[config.mk]
export PLATFORM = sky130hd
export DESIGN_NAME = hptw_walker
export DESIGN_NICKNAME = d
export VERILOG_FILES = /design/src/rtl/hptw_pkg.sv /design/src/rtl/hptw_hash.sv /design/src/rtl/hptw_match.sv /design/src/rtl/hptw_addr.sv /design/src/rtl/hptw_walker.sv
export SDC_FILE = /design/constraint.sdc
export NUM_CORES = 1
export LEC_CHECK = 0
export ABC_CLOCK_PERIOD_IN_PS = 3200
export BUFFER_PORTS_ARGS = -buffer_cell sky130_fd_sc_hd__buf_2
export CAP_MARGIN = 20
export CORE_UTILIZATION = 40
export CTS_CLUSTER_DIAMETER = 30
export DETAILED_ROUTE_END_ITERATION = 16
export GPL_TIMING_DRIVEN = 1
export PLACE_DENSITY = 0.67
export SYNTH_ARGS = -nofsm -noshare
export SYNTH_HDL_FRONTEND = slang
export SYNTH_SLANG_ARGS = --single-unit
[constraint.sdc]
create_clock -name clk -period 3.2 [get_ports clk]
set_clock_uncertainty 0.2 [all_clocks]
set_input_delay 0 -clock clk [delete_from_list [all_inputs] [get_ports clk]]
set_output_delay 0 -clock clk [all_outputs]
set_load 0.005 [all_outputs]
[src/rtl/hptw_pkg.sv]
package hptw_pkg;

   // Entry word layout (positions the walker decodes or writes back)
   localparam int unsigned WORD_W    = 32;
   localparam int unsigned VALID_BIT = 31;
   localparam int unsigned SEC_BIT   = 6;
   localparam int unsigned TAG_LSB   = 7;
   localparam int unsigned REF_BIT   = 8;
   localparam int unsigned CHG_BIT   = 7;

   // Byte offsets within an entry
   localparam int unsigned W0_BYTE   = 0;
   localparam int unsigned W1_BYTE   = 4;
   localparam int unsigned REF_BYTE  = 6;
   localparam int unsigned CHG_BYTE  = 7;

   typedef enum logic [2:0] {
      S_IDLE  = 3'd0,
      S_RD0   = 3'd1,
      S_RD1   = 3'd2,
      S_EVAL  = 3'd3,
      S_GRANT = 3'd4,
      S_WR_R  = 3'd5,
      S_WR_C  = 3'd6,
      S_DONE  = 3'd7
   } hptw_state_e;

endpackage

[src/rtl/hptw_hash.sv]
module hptw_hash #(
   parameter int unsigned VSID_W      = 24,
   parameter int unsigned PIDX_W      = 16,
   parameter int unsigned ADDR_W      = 32,
   parameter int unsigned GROUP_SHIFT = 6,
   parameter int unsigned API_BITS    = 6
) (
   input  logic [VSID_W-1:0]   vsid,
   input  logic [PIDX_W-1:0]   pidx,
   input  logic [ADDR_W-1:0]   mask,
   input  logic                second,
   output logic [ADDR_W-1:0]   grp_off,
   output logic [API_BITS-1:0] api
);

   logic [VSID_W-1:0] hash;
   logic [ADDR_W-1:0] hash_w;
   logic [ADDR_W-1:0] hash_sel;

   generate
      if (VSID_W > PIDX_W) begin : g_pad_pidx
         assign hash = vsid ^ {{(VSID_W-PIDX_W){1'b0}}, pidx};
      end else if (VSID_W == PIDX_W) begin : g_same_pidx
         assign hash = vsid ^ pidx;
      end else begin : g_bad_pidx
         $error("hptw_hash: page index wider than segment id");
      end

      if (ADDR_W > VSID_W) begin : g_pad_hash
         assign hash_w = {{(ADDR_W-VSID_W){1'b0}}, hash};
      end else if (ADDR_W == VSID_W) begin : g_same_hash
         assign hash_w = hash;
      end else begin : g_bad_hash
         $error("hptw_hash: address narrower than hash");
      end

      if (API_BITS > PIDX_W) begin : g_bad_api
         $error("hptw_hash: api field wider than page index");
      end
   endgenerate

   // Secondary probe uses the full-width complement of the hash
   assign hash_sel = second ? ~hash_w : hash_w;
   assign grp_off  = (hash_sel << GROUP_SHIFT) & mask;
   assign api      = pidx[PIDX_W-1 -: API_BITS];

endmodule

[src/rtl/hptw_match.sv]
module hptw_match
   import hptw_pkg::*;
#(
   parameter int unsigned VSID_W   = 24,
   parameter int unsigned API_BITS = 6
) (
   input  logic [WORD_W-1:0]   w0,
   input  logic [VSID_W-1:0]   vsid,
   input  logic [API_BITS-1:0] api,
   input  logic                second,
   output logic                hit
);

   generate
      if (TAG_LSB + VSID_W != VALID_BIT) begin : g_bad_tag
         $error("hptw_match: segment id does not fill the tag field");
      end
      if (API_BITS != SEC_BIT) begin : g_bad_api
         $error("hptw_match: api field must sit just below the secondary flag");
      end
   endgenerate

   logic valid_ok;
   logic sec_ok;
   logic tag_ok;
   logic api_ok;

   assign valid_ok = w0[VALID_BIT];
   assign sec_ok   = (w0[SEC_BIT] == second);
   assign tag_ok   = (w0[TAG_LSB +: VSID_W] == vsid);
   assign api_ok   = (w0[API_BITS-1:0] == api);
   assign hit      = valid_ok & sec_ok & tag_ok & api_ok;

endmodule

[src/rtl/hptw_addr.sv]
module hptw_addr #(
   parameter int unsigned ADDR_W      = 32,
   parameter int unsigned IDX_W       = 3,
   parameter int unsigned ENTRY_SHIFT = 3
) (
   input  logic [ADDR_W-1:0]      base,
   input  logic [ADDR_W-1:0]      grp_off,
   input  logic [IDX_W-1:0]       idx,
   input  logic [ENTRY_SHIFT-1:0] bsel,
   output logic [ADDR_W-1:0]      entry_off,
   output logic [ADDR_W-1:0]      addr
);

   generate
      if (ADDR_W <= IDX_W + ENTRY_SHIFT) begin : g_bad_width
         $error("hptw_addr: address too narrow for a group");
      end
   endgenerate

   logic [ADDR_W-1:0] idx_w;
   logic [ADDR_W-1:0] bsel_w;

   assign idx_w     = {{(ADDR_W-IDX_W){1'b0}}, idx};
   assign bsel_w    = {{(ADDR_W-ENTRY_SHIFT){1'b0}}, bsel};
   assign entry_off = grp_off + (idx_w << ENTRY_SHIFT);
   assign addr      = base + entry_off + bsel_w;

endmodule

[src/rtl/hptw_walker.sv]
module hptw_walker
   import hptw_pkg::*;
#(
   parameter int unsigned VSID_W      = 24,
   parameter int unsigned EA_W        = 32,
   parameter int unsigned ADDR_W      = 32,
   parameter int unsigned PAGE_BITS   = 12,
   parameter int unsigned SEG_BITS    = 28,
   parameter int unsigned ENTRIES     = 8,
   parameter int unsigned ENTRY_BYTES = 8,
   parameter int unsigned API_BITS    = 6
) (
   input  logic              clk,
   input  logic              rst_n,
   input  logic              start,
   input  logic [VSID_W-1:0] vsid,
   input  logic [EA_W-1:0]   ea,
   input  logic [ADDR_W-1:0] htab_base,
   input  logic [ADDR_W-1:0] htab_mask,
   input  logic              is_store,
   input  logic              grant_valid,
   input  logic              grant_ok,
   output logic              busy,
   output logic              search_done,
   output logic              found,
   output logic              miss,
   output logic [ADDR_W-1:0] pte_off,
   output logic [WORD_W-1:0] pte_w0,
   output logic [WORD_W-1:0] pte_w1,
   output logic              withhold_wr,
   output logic              done,
   output logic              mem_rd_req,
   output logic              mem_wr_req,
   output logic [ADDR_W-1:0] mem_addr,
   output logic [7:0]        mem_wdata,
   input  logic              mem_ack,
   input  logic [WORD_W-1:0] mem_rdata
);

   localparam int unsigned IDX_W       = (ENTRIES > 1) ? $clog2(ENTRIES) : 1;
   localparam int unsigned ENTRY_SHIFT = $clog2(ENTRY_BYTES);
   localparam int unsigned GROUP_SHIFT = ENTRY_SHIFT + IDX_W;
   localparam int unsigned PIDX_W      = SEG_BITS - PAGE_BITS;
   localparam logic [IDX_W-1:0] LAST_IDX = IDX_W'(ENTRIES - 1);

   generate
      if ((1 << IDX_W) != ENTRIES) begin : g_bad_entries
         $error("hptw_walker: entries per group must be a power of two");
      end
      if (ENTRY_BYTES != 8) begin : g_bad_entry_bytes
         $error("hptw_walker: entry must be two 32-bit words");
      end
      if (EA_W <= SEG_BITS || SEG_BITS <= PAGE_BITS) begin : g_bad_seg
         $error("hptw_walker: segment and page widths inconsistent");
      end
   endgenerate

   hptw_state_e          state_q;
   logic [VSID_W-1:0]    vsid_q;
   logic [PIDX_W-1:0]    pidx_q;
   logic [ADDR_W-1:0]    base_q;
   logic [ADDR_W-1:0]    mask_q;
   logic                 store_q;
   logic                 sec_q;
   logic [IDX_W-1:0]     idx_q;
   logic [WORD_W-1:0]    w0_q;
   logic [WORD_W-1:0]    w1_q;
   logic [ADDR_W-1:0]    off_q;
   logic                 found_q;
   logic                 miss_q;
   logic                 sdone_q;
   logic                 withhold_q;

   logic [ADDR_W-1:0]    grp_off;
   logic [API_BITS-1:0]  api;
   logic                 hit;
   logic [ADDR_W-1:0]    entry_off;
   logic [ENTRY_SHIFT-1:0] bsel;
   logic                 unused_ea;

   assign unused_ea = ^{ea[EA_W-1:SEG_BITS], ea[PAGE_BITS-1:0]};

   hptw_hash #(
      .VSID_W      (VSID_W),
      .PIDX_W      (PIDX_W),
      .ADDR_W      (ADDR_W),
      .GROUP_SHIFT (GROUP_SHIFT),
      .API_BITS    (API_BITS)
   ) u_hash (
      .vsid    (vsid_q),
      .pidx    (pidx_q),
      .mask    (mask_q),
      .second  (sec_q),
      .grp_off (grp_off),
      .api     (api)
   );

   hptw_match #(
      .VSID_W   (VSID_W),
      .API_BITS (API_BITS)
   ) u_match (
      .w0     (w0_q),
      .vsid   (vsid_q),
      .api    (api),
      .second (sec_q),
      .hit    (hit)
   );

   always_comb begin
      unique case (state_q)
         S_RD1:   bsel = ENTRY_SHIFT'(W1_BYTE);
         S_WR_R:  bsel = ENTRY_SHIFT'(REF_BYTE);
         S_WR_C:  bsel = ENTRY_SHIFT'(CHG_BYTE);
         default: bsel = ENTRY_SHIFT'(W0_BYTE);
      endcase
   end

   hptw_addr #(
      .ADDR_W      (ADDR_W),
      .IDX_W       (IDX_W),
      .ENTRY_SHIFT (ENTRY_SHIFT)
   ) u_addr (
      .base      (base_q),
      .grp_off   (grp_off),
      .idx       (idx_q),
      .bsel      (bsel),
      .entry_off (entry_off),
      .addr      (mem_addr)
   );

   // Decide what follows once the referenced bit is known to be set
   function automatic hptw_state_e after_ref(input logic chg, input logic st);
      if (chg) begin
         return S_DONE;
      end else if (st) begin
         return S_WR_C;
      end else begin
         return S_DONE;
      end
   endfunction

   always_ff @(posedge clk) begin
      if (!rst_n) begin
         state_q    <= S_IDLE;
         vsid_q     <= '0;
         pidx_q     <= '0;
         base_q     <= '0;
         mask_q     <= '0;
         store_q    <= 1'b0;
         sec_q      <= 1'b0;
         idx_q      <= '0;
         w0_q       <= '0;
         w1_q       <= '0;
         off_q      <= '0;
         found_q    <= 1'b0;
         miss_q     <= 1'b0;
         sdone_q    <= 1'b0;
         withhold_q <= 1'b0;
      end else begin
         sdone_q <= 1'b0;
         unique case (state_q)
            S_IDLE: begin
               if (start) begin
                  vsid_q     <= vsid;
                  pidx_q     <= ea[SEG_BITS-1:PAGE_BITS];
                  base_q     <= htab_base;
                  mask_q     <= htab_mask;
                  store_q    <= is_store;
                  sec_q      <= 1'b0;
                  idx_q      <= '0;
                  found_q    <= 1'b0;
                  miss_q     <= 1'b0;
                  withhold_q <= 1'b0;
                  state_q    <= S_RD0;
               end
            end
            S_RD0: begin
               if (mem_ack) begin
                  w0_q    <= mem_rdata;
                  state_q <= S_RD1;
               end
            end
            S_RD1: begin
               if (mem_ack) begin
                  w1_q    <= mem_rdata;
                  state_q <= S_EVAL;
               end
            end
            S_EVAL: begin
               if (hit) begin
                  found_q <= 1'b1;
                  sdone_q <= 1'b1;
                  off_q   <= entry_off;
                  state_q <= S_GRANT;
               end else if (idx_q == LAST_IDX) begin
                  if (!sec_q) begin
                     sec_q   <= 1'b1;
                     idx_q   <= '0;
                     state_q <= S_RD0;
                  end else begin
                     miss_q  <= 1'b1;
                     sdone_q <= 1'b1;
                     state_q <= S_DONE;
                  end
               end else begin
                  idx_q   <= idx_q + 1'b1;
                  state_q <= S_RD0;
               end
            end
            S_GRANT: begin
               if (grant_valid) begin
                  if (!grant_ok) begin
                     state_q <= S_DONE;
                  end else if (!w1_q[REF_BIT]) begin
                     state_q <= S_WR_R;
                  end else begin
                     state_q <= after_ref(w1_q[CHG_BIT], store_q);
                     if (!w1_q[CHG_BIT] && !store_q) begin
                        withhold_q <= 1'b1;
                     end
                  end
               end
            end
            S_WR_R: begin
               if (mem_ack) begin
                  state_q <= after_ref(w1_q[CHG_BIT], store_q);
                  if (!w1_q[CHG_BIT] && !store_q) begin
                     withhold_q <= 1'b1;
                  end
               end
            end
            S_WR_C: begin
               if (mem_ack) begin
                  state_q <= S_DONE;
               end
            end
            S_DONE: begin
               state_q <= S_IDLE;
            end
            default: state_q <= S_IDLE;
         endcase
      end
   end

   assign busy        = (state_q != S_IDLE);
   assign done        = (state_q == S_DONE);
   assign search_done = sdone_q;
   assign found       = found_q;
   assign miss        = miss_q;
   assign pte_off     = off_q;
   assign pte_w0      = w0_q;
   assign pte_w1      = w1_q;
   assign withhold_wr = withhold_q;
   assign mem_rd_req  = (state_q == S_RD0) || (state_q == S_RD1);
   assign mem_wr_req  = (state_q == S_WR_R) || (state_q == S_WR_C);
   assign mem_wdata   = (state_q == S_WR_C) ? (w1_q[7:0] | 8'h80)
                                            : (w1_q[15:8] | 8'h01);

endmodule

-- Yosys cells after proc, flatten, opt, wreduce, memory -nomap -nowiden
Cells that the tools add are included.
- bits in registers: 212
- input port bits: 159
- output and inout bits: 144
- word-level logic and storage cells: 110
- add/sub/neg operators: 4
- eq/ne operators: 24
- muxes and demuxes: 41
- bitwise logic cells: 6
- reductions and logical operators: 20
- operator list (operator ; number):
    $mux 3 ; 13
    $add 32x3->32 ; 1
    $add 32x32->32 ; 1
    $add 32x6->32 ; 1
    $and 32x32->32 ; 1
    $mux 26 ; 1
    $not 24->26 ; 1
    $eq 24x24->1 ; 1
    $ne 2x2->1 const B ; 12
    $pmux 3 s8 ; 1
    $xor 24x16->24 ; 1
    $mux 1 ; 17
    $eq 3x3->1 const B ; 5
    $reduce_and 6->1 ; 2
    $reduce_and 2->1 ; 5
    $pmux 3 s3 ; 1
    $mux 8 ; 1
    $reduce_and 4->1 ; 2
    $eq 3x2->1 const B ; 2
    $eq 6x6->1 ; 1
    $pmux 1 s2 ; 3
    $pmux 3 s2 ; 1
    $reduce_bool 3->1 ; 2
    $reduce_and 5->1 ; 1
    13 further kinds ; 18

-- Longest topological paths before layout
- depth after elaboration: 7
- gate-level depth with buffers: 12
- gate-level depth less buffers: 11

-- Modules after synthesis
From an unflattened synthesis, not the netlist that was laid out.
- cell total of the unflattened synthesis: 1427
- area, all modules: 11442.2 um2
- by module, submodules not included (module ; instances ; cells an instance ; area each (um2) ; sequential area each (um2)):
    hptw_walker ; 1 ; 975 ; 7729.9 ; 4244.1
    hptw_addr ; 1 ; 344 ; 2582.5 ; 0.0
    hptw_hash ; 1 ; 66 ; 773.2 ; 0.0
    hptw_match ; 1 ; 42 ; 356.6 ; 0.0

-- Worst setup path before layout
No wires, ideal clock.
- path kind: flip-flop to output port
- start point: register state_q[0]
- end point: output mem_addr[30]
- arrival: 2.846 ns
- data required time: 3.000 ns
- setup slack: 0.154 ns
- stages on the path, launching flop included: 13
- path buffers: 1
- path through: dfxtp_1 -> clkbuf_1 -> nor2b_1 -> nand2_1 -> inv_1 -> ha_1 -> fa_1 -> a21o_1 -> a221oi_4 -> o21ai_2 -> a211o_1 -> o21a_1 -> o211ai_2
- longest elaborated chain between the ends: 3
- elaborated cells on any way between the ends: 5
- those cells by class: 1 x add/sub; 3 x eq/ne; 1 x mux
- RTL lines (item ; line ; source):
    start, declared ; hptw_walker.sv:58 ; hptw_state_e state_q;
    start signal, assigned ; hptw_walker.sv:217 ; state_q <= after_ref(w1_q[CHG_BIT], store_q);
    start signal, assigned ; hptw_walker.sv:226 ; state_q <= after_ref(w1_q[CHG_BIT], store_q);
    $eq 3x3->1 / $eq 3x2->1 (equally long branches) ; hptw_walker.sv:110 ; unique case (state_q)
    $pmux 3 s3 (*) ; hptw_walker.sv:110 ;
    $add 32x3->32 (*) ; hptw_addr.sv:26 ; assign addr = base + entry_off + bsel_w;
    end, declared ; hptw_walker.sv:34 ; output logic [ADDR_W-1:0] mem_addr,
Mark *: on every way between the ends. The rest lies on a longest branch, timed or not.

-- Worst setup path after layout
- start point: register sec_q
- end point: output mem_addr[30]
- longest elaborated chain between the ends: 5
- RTL lines (item ; line ; source):
    start, declared ; hptw_walker.sv:64 ; logic sec_q;
    start signal, assigned ; hptw_walker.sv:150 ; sec_q <= 1'b0;
    start signal, assigned ; hptw_walker.sv:169 ; sec_q <= 1'b0;
    start signal, assigned ; hptw_walker.sv:197 ; sec_q <= 1'b1;
    $mux 26 ; hptw_hash.sv:43 ; assign hash_sel = second ? ~hash_w : hash_w;
    $and 32x32->32 ; hptw_hash.sv:44 ; assign grp_off = (hash_sel << GROUP_SHIFT) & mask;
    $add 32x6->32 ; hptw_addr.sv:25 ; assign entry_off = grp_off + (idx_w << ENTRY_SHIFT);
    named net entry_off[19] ; hptw_walker.sv:77 ; logic [ADDR_W-1:0] entry_off;
    $add 32x32->32 ; hptw_addr.sv:26 ;
    $add 32x3->32 ; hptw_addr.sv:26 ;
The timed path passes the listed nets, and every way through them passes these cells.

==> reports/results.tsv <==
stage	metric	value	unit
run_status	outcome	finished, violations left	
run_status	violations	negative setup slack	
clock_tree	clkSinkCount	203	
yosys	syn_avg_cell_area	8.286	um2
critical_path	r2r_setup_slack	0	ps
yosys	syn_area	10510	um2
placed_design	hpwl	22970	um
yosys	synth_seq_cells	203	
final_layout	fin_cells	2231	
yosys	synth.area.top_cells	dfxtp_1, nand2_1, a21boi_0	
critical_path	crit_path_end_kind	output port	
global_routing	grt_max_degree	98	
detailed_routing	totalWireLength	39910	um
yosys	synthArstFlopShare	0	%
detailed_routing	firstDrtPassIters	6	
yosys	ys.flop_type	dfxtp_1	
timing	setup_tns	-2479	ps
timing	fin_crit	3452	ps
critical_path	slowest_delay	360	ps
yosys	synth_xor_area_share	8.253	%
timing	period_share	107.9	%
final_layout	register_area	4099	um2
clock_tree	ctsLongestPathBuffers	3	
placed_design	io_buffers	277	
placed_design	gp_congestion	0.9457	
detailed_routing	wl_per_cell	17.89	um
yosys	synthAdderAreaFrac	4.121	%
detailed_routing	drt_iter0_markers	693	
yosys	synth-edff-count	0	
die	die_x	164.1	um
timing	rsz0062_at_grt	true	
final_layout	layout-drive-gt1-share	31.98	%
yosys	synth_top_family_by_area	simple AND/OR/NAND/NOR gates	
yosys	ys.warnings.count	0	
final_layout	nFillCells	1768	
die	die-height	164.1	um
power_and_ir_drop	total_power	10.82	mW
placed_design	placed_cells	1837	
final_layout	nets	2052	
final_layout	fin_area	18030	um2
final_layout	multi_input_area	6878	um2
timing	max-slew-margin-rel	58.69	%
yosys	synth_cell_types	60	
global_routing	gr-usage-met1	34.07	%
power_and_ir_drop	power_density	599.8	nW/um2
global_routing	grtUsageMet3	5.152	%
yosys	yosys.area_share.simple	21.19	%
critical_path	critPathLaunchType	flop	
detailed_routing	viasPerCell	5.179	
yosys	synth_mux_area_share	3.692	%
hold_path	hold_class	in -> reg	
clock_tree	cts_buffers	53	
global_routing	grt_overflow	0	
die	start_util	41.25	%
global_routing	grt_pass1_wl	59960	um
critical_path	critPathArrivalTime	3250	ps
placed_design	post-place-ws	39.14	ps
global_routing	grt_pass1_vias	11720	
yosys	synthCells	1268	
clock_tree	worst_skew_pair.late_latency	530	ps
timing	whs	79.00	ps
critical_path	crit_required	3000	ps
final_layout	utilization	70.79	%
global_routing	grt-busiest-layer	met2	
timing	max_freq	289.7	MHz
yosys	yosysSeqAreaShare	38.68	%
timing	fin_ws	-252.2	ps
die	rows	58	
global_routing	grt.total_usage	28.26	%
placed_design	place_area	12330	um2
power_and_ir_drop	ir_drop	0.4473	mV
detailed_routing	via_count	11560	
critical_path	critPathKind	reg -> out	
timing	slew_viol_final	0	
die	fp.coreArea	25470	um2
final_layout	antenna_cells	0	
die	die_area	26920	um2
critical_path	slowest_stage	dfxtp_4	
timing	final-setup-viol-count	20	
clock_tree	htree_levels	2	
yosys	yosys.area.top_type	dfxtp_1	
critical_path	path_max_fanout	11	
die	io-pin-count	303	
critical_path	path_cells	buf_12 -> buf_12 -> xnor2_2 -> and2_4 -> ha_4 -> buf_6 -> a21oi_1 -> o21a_1 -> o21bai_1 -> a211o_1 -> o21a_1 -> o211ai_2 -> buf_2	
global_routing	antenna_found_initial	0	
clock_tree	root_buffer	clkbuf_16	
yosys	synth_compound_gate_area_share	19.97	%
power_and_ir_drop	p_leak	7.954	nW
detailed_routing	ant_nets	0	
timing	tightest_slew	619.6	ps
flow_run	maxCapViolCount	0	
yosys	synth_top_area_share	38.68	%
global_routing	gr-usage-met2	48.71	%
clock_tree	path_clk_slew	50	ps
clock_tree	cts_tree	built	
timing	hold_viol	0	
detailed_routing	route.detailed.drc	0	
final_layout	syn_to_final_growth	71.63	%
==> worst paths after layout <==
path / start / endpoint / cells after the start
max: sec_q / mem_addr[30] / 13
min: mem_rdata[13] / pte_w1[13] / 4
max reg2reg: state_q[2] / base_q[19] / 7
min reg2reg: miss / miss / 2
==> layout by cell type, fill, tap and decap left out, drive strengths merged, types with 9 or more instances in the layout <==
| cell type | instances |
|---|---|
| buf | 368 |
| nand2 | 358 |
| dlygate4sd3 | 248 |
| dfxtp | 203 |
| a21boi | 170 |
| xnor2 | 80 |
| clkbuf | 69 |
| nor2b | 35 |
| a21oi | 35 |
| ha | 33 |
| mux2i | 32 |
| and2 | 32 |
| nor2 | 28 |
| xor2 | 19 |
| inv | 18 |
| o21ai | 17 |
| nand3 | 15 |
| nand4 | 14 |
| clkinvlp | 11 |
| a21o | 10 |
| bufinv | 9 |
==> critical path: cells and delay by family, from the launching register on <==
family,cells,cell delay (ps)
buf+inv,4,540
flops,1,360
compound gates,6,1290
simple gates,1,180
xor+xnor,1,140
fa+ha+maj,1,200
==> synthesized netlist by cell type, types with 5 or more instances <==
cell type / instances
a21boi_0: 169
a21o_1: 10
a21oi_1: 33
a31oi_1: 6
and2_1: 31
buf_2: 26
clkbuf_1: 51
dfxtp_1: 203
ha_1: 33
inv_1: 16
mux2_2: 6
mux2i_1: 32
nand2_1: 358
nand2b_1: 5
nand3_1: 15
nand4_1: 14
nor2_1: 28
nor2b_1: 35
o211ai_1: 5
o21a_1: 8
o21ai_0: 15
o21bai_1: 5
xnor2_1: 80
xor2_1: 19
==> area by class of cell <==
cell class / instances / area share [%]
Timing Repair Buffer: 616 / 26.04
Sequential cell: 203 / 22.73
Clock buffer: 69 / 8.243
Tap cell: 330 / 2.290
Clock inverter: 28 / 2.220
Inverter: 16 / 0.3331
Multi-Input combinational cell: 969 / 38.14
==> report_power, final <==
group / internal [mW] / switching [mW]
logic: 1.14 / 1.11
registers: 2.76 / 0.223
clock network: 3.96 / 1.62
==> logic make-up (layout without fill, tap and decap cells) <==
| family | after synthesis | in the layout |
|---|---|---|
| compound gates | 284 | 284 |
| xor+xnor | 99 | 99 |
| fa+ha+maj | 34 | 34 |
| buf+inv | 99 | 729 |
| flops | 203 | 203 |
| mux | 38 | 38 |
| other cells | 1 | 3 |
| simple gates | 510 | 511 |
==> sequential cells by signal (all words and copies together), names as in the netlist <==
register	flops
vsid_q	24
pidx_q	16
sec_q	1
store_q	1
pte_w1	32
withhold_wr	1
mask_q	26
found	1
state_q	3
idx_q	3
search_done	1
pte_off	29
pte_w0	32
base_q	32
miss	1
==> metal layers <==
| metal | vias to the layer above | wire length [um] |
|---|---|---|
| li1 | 5457 | - |
| met1 | 5427 | 16340 |
| met2 | 540 | 19360 |
| met3 | 131 | 2581 |
| met4 | 0 | 1618 |
| met5 | - | 0 |
==> repair_timing <==
item / in CTS / in global routing
gates cloned: 0 / 1
hold buffers: 248 / 0
gates resized for setup: 133 / 45
setup endpoints to repair: 22 / 51
endpoints found under the hold margin: 185 / 0
setup buffers: 39 / 14
pin swaps: 55 / 36
(Power assumes the default switching activity.)
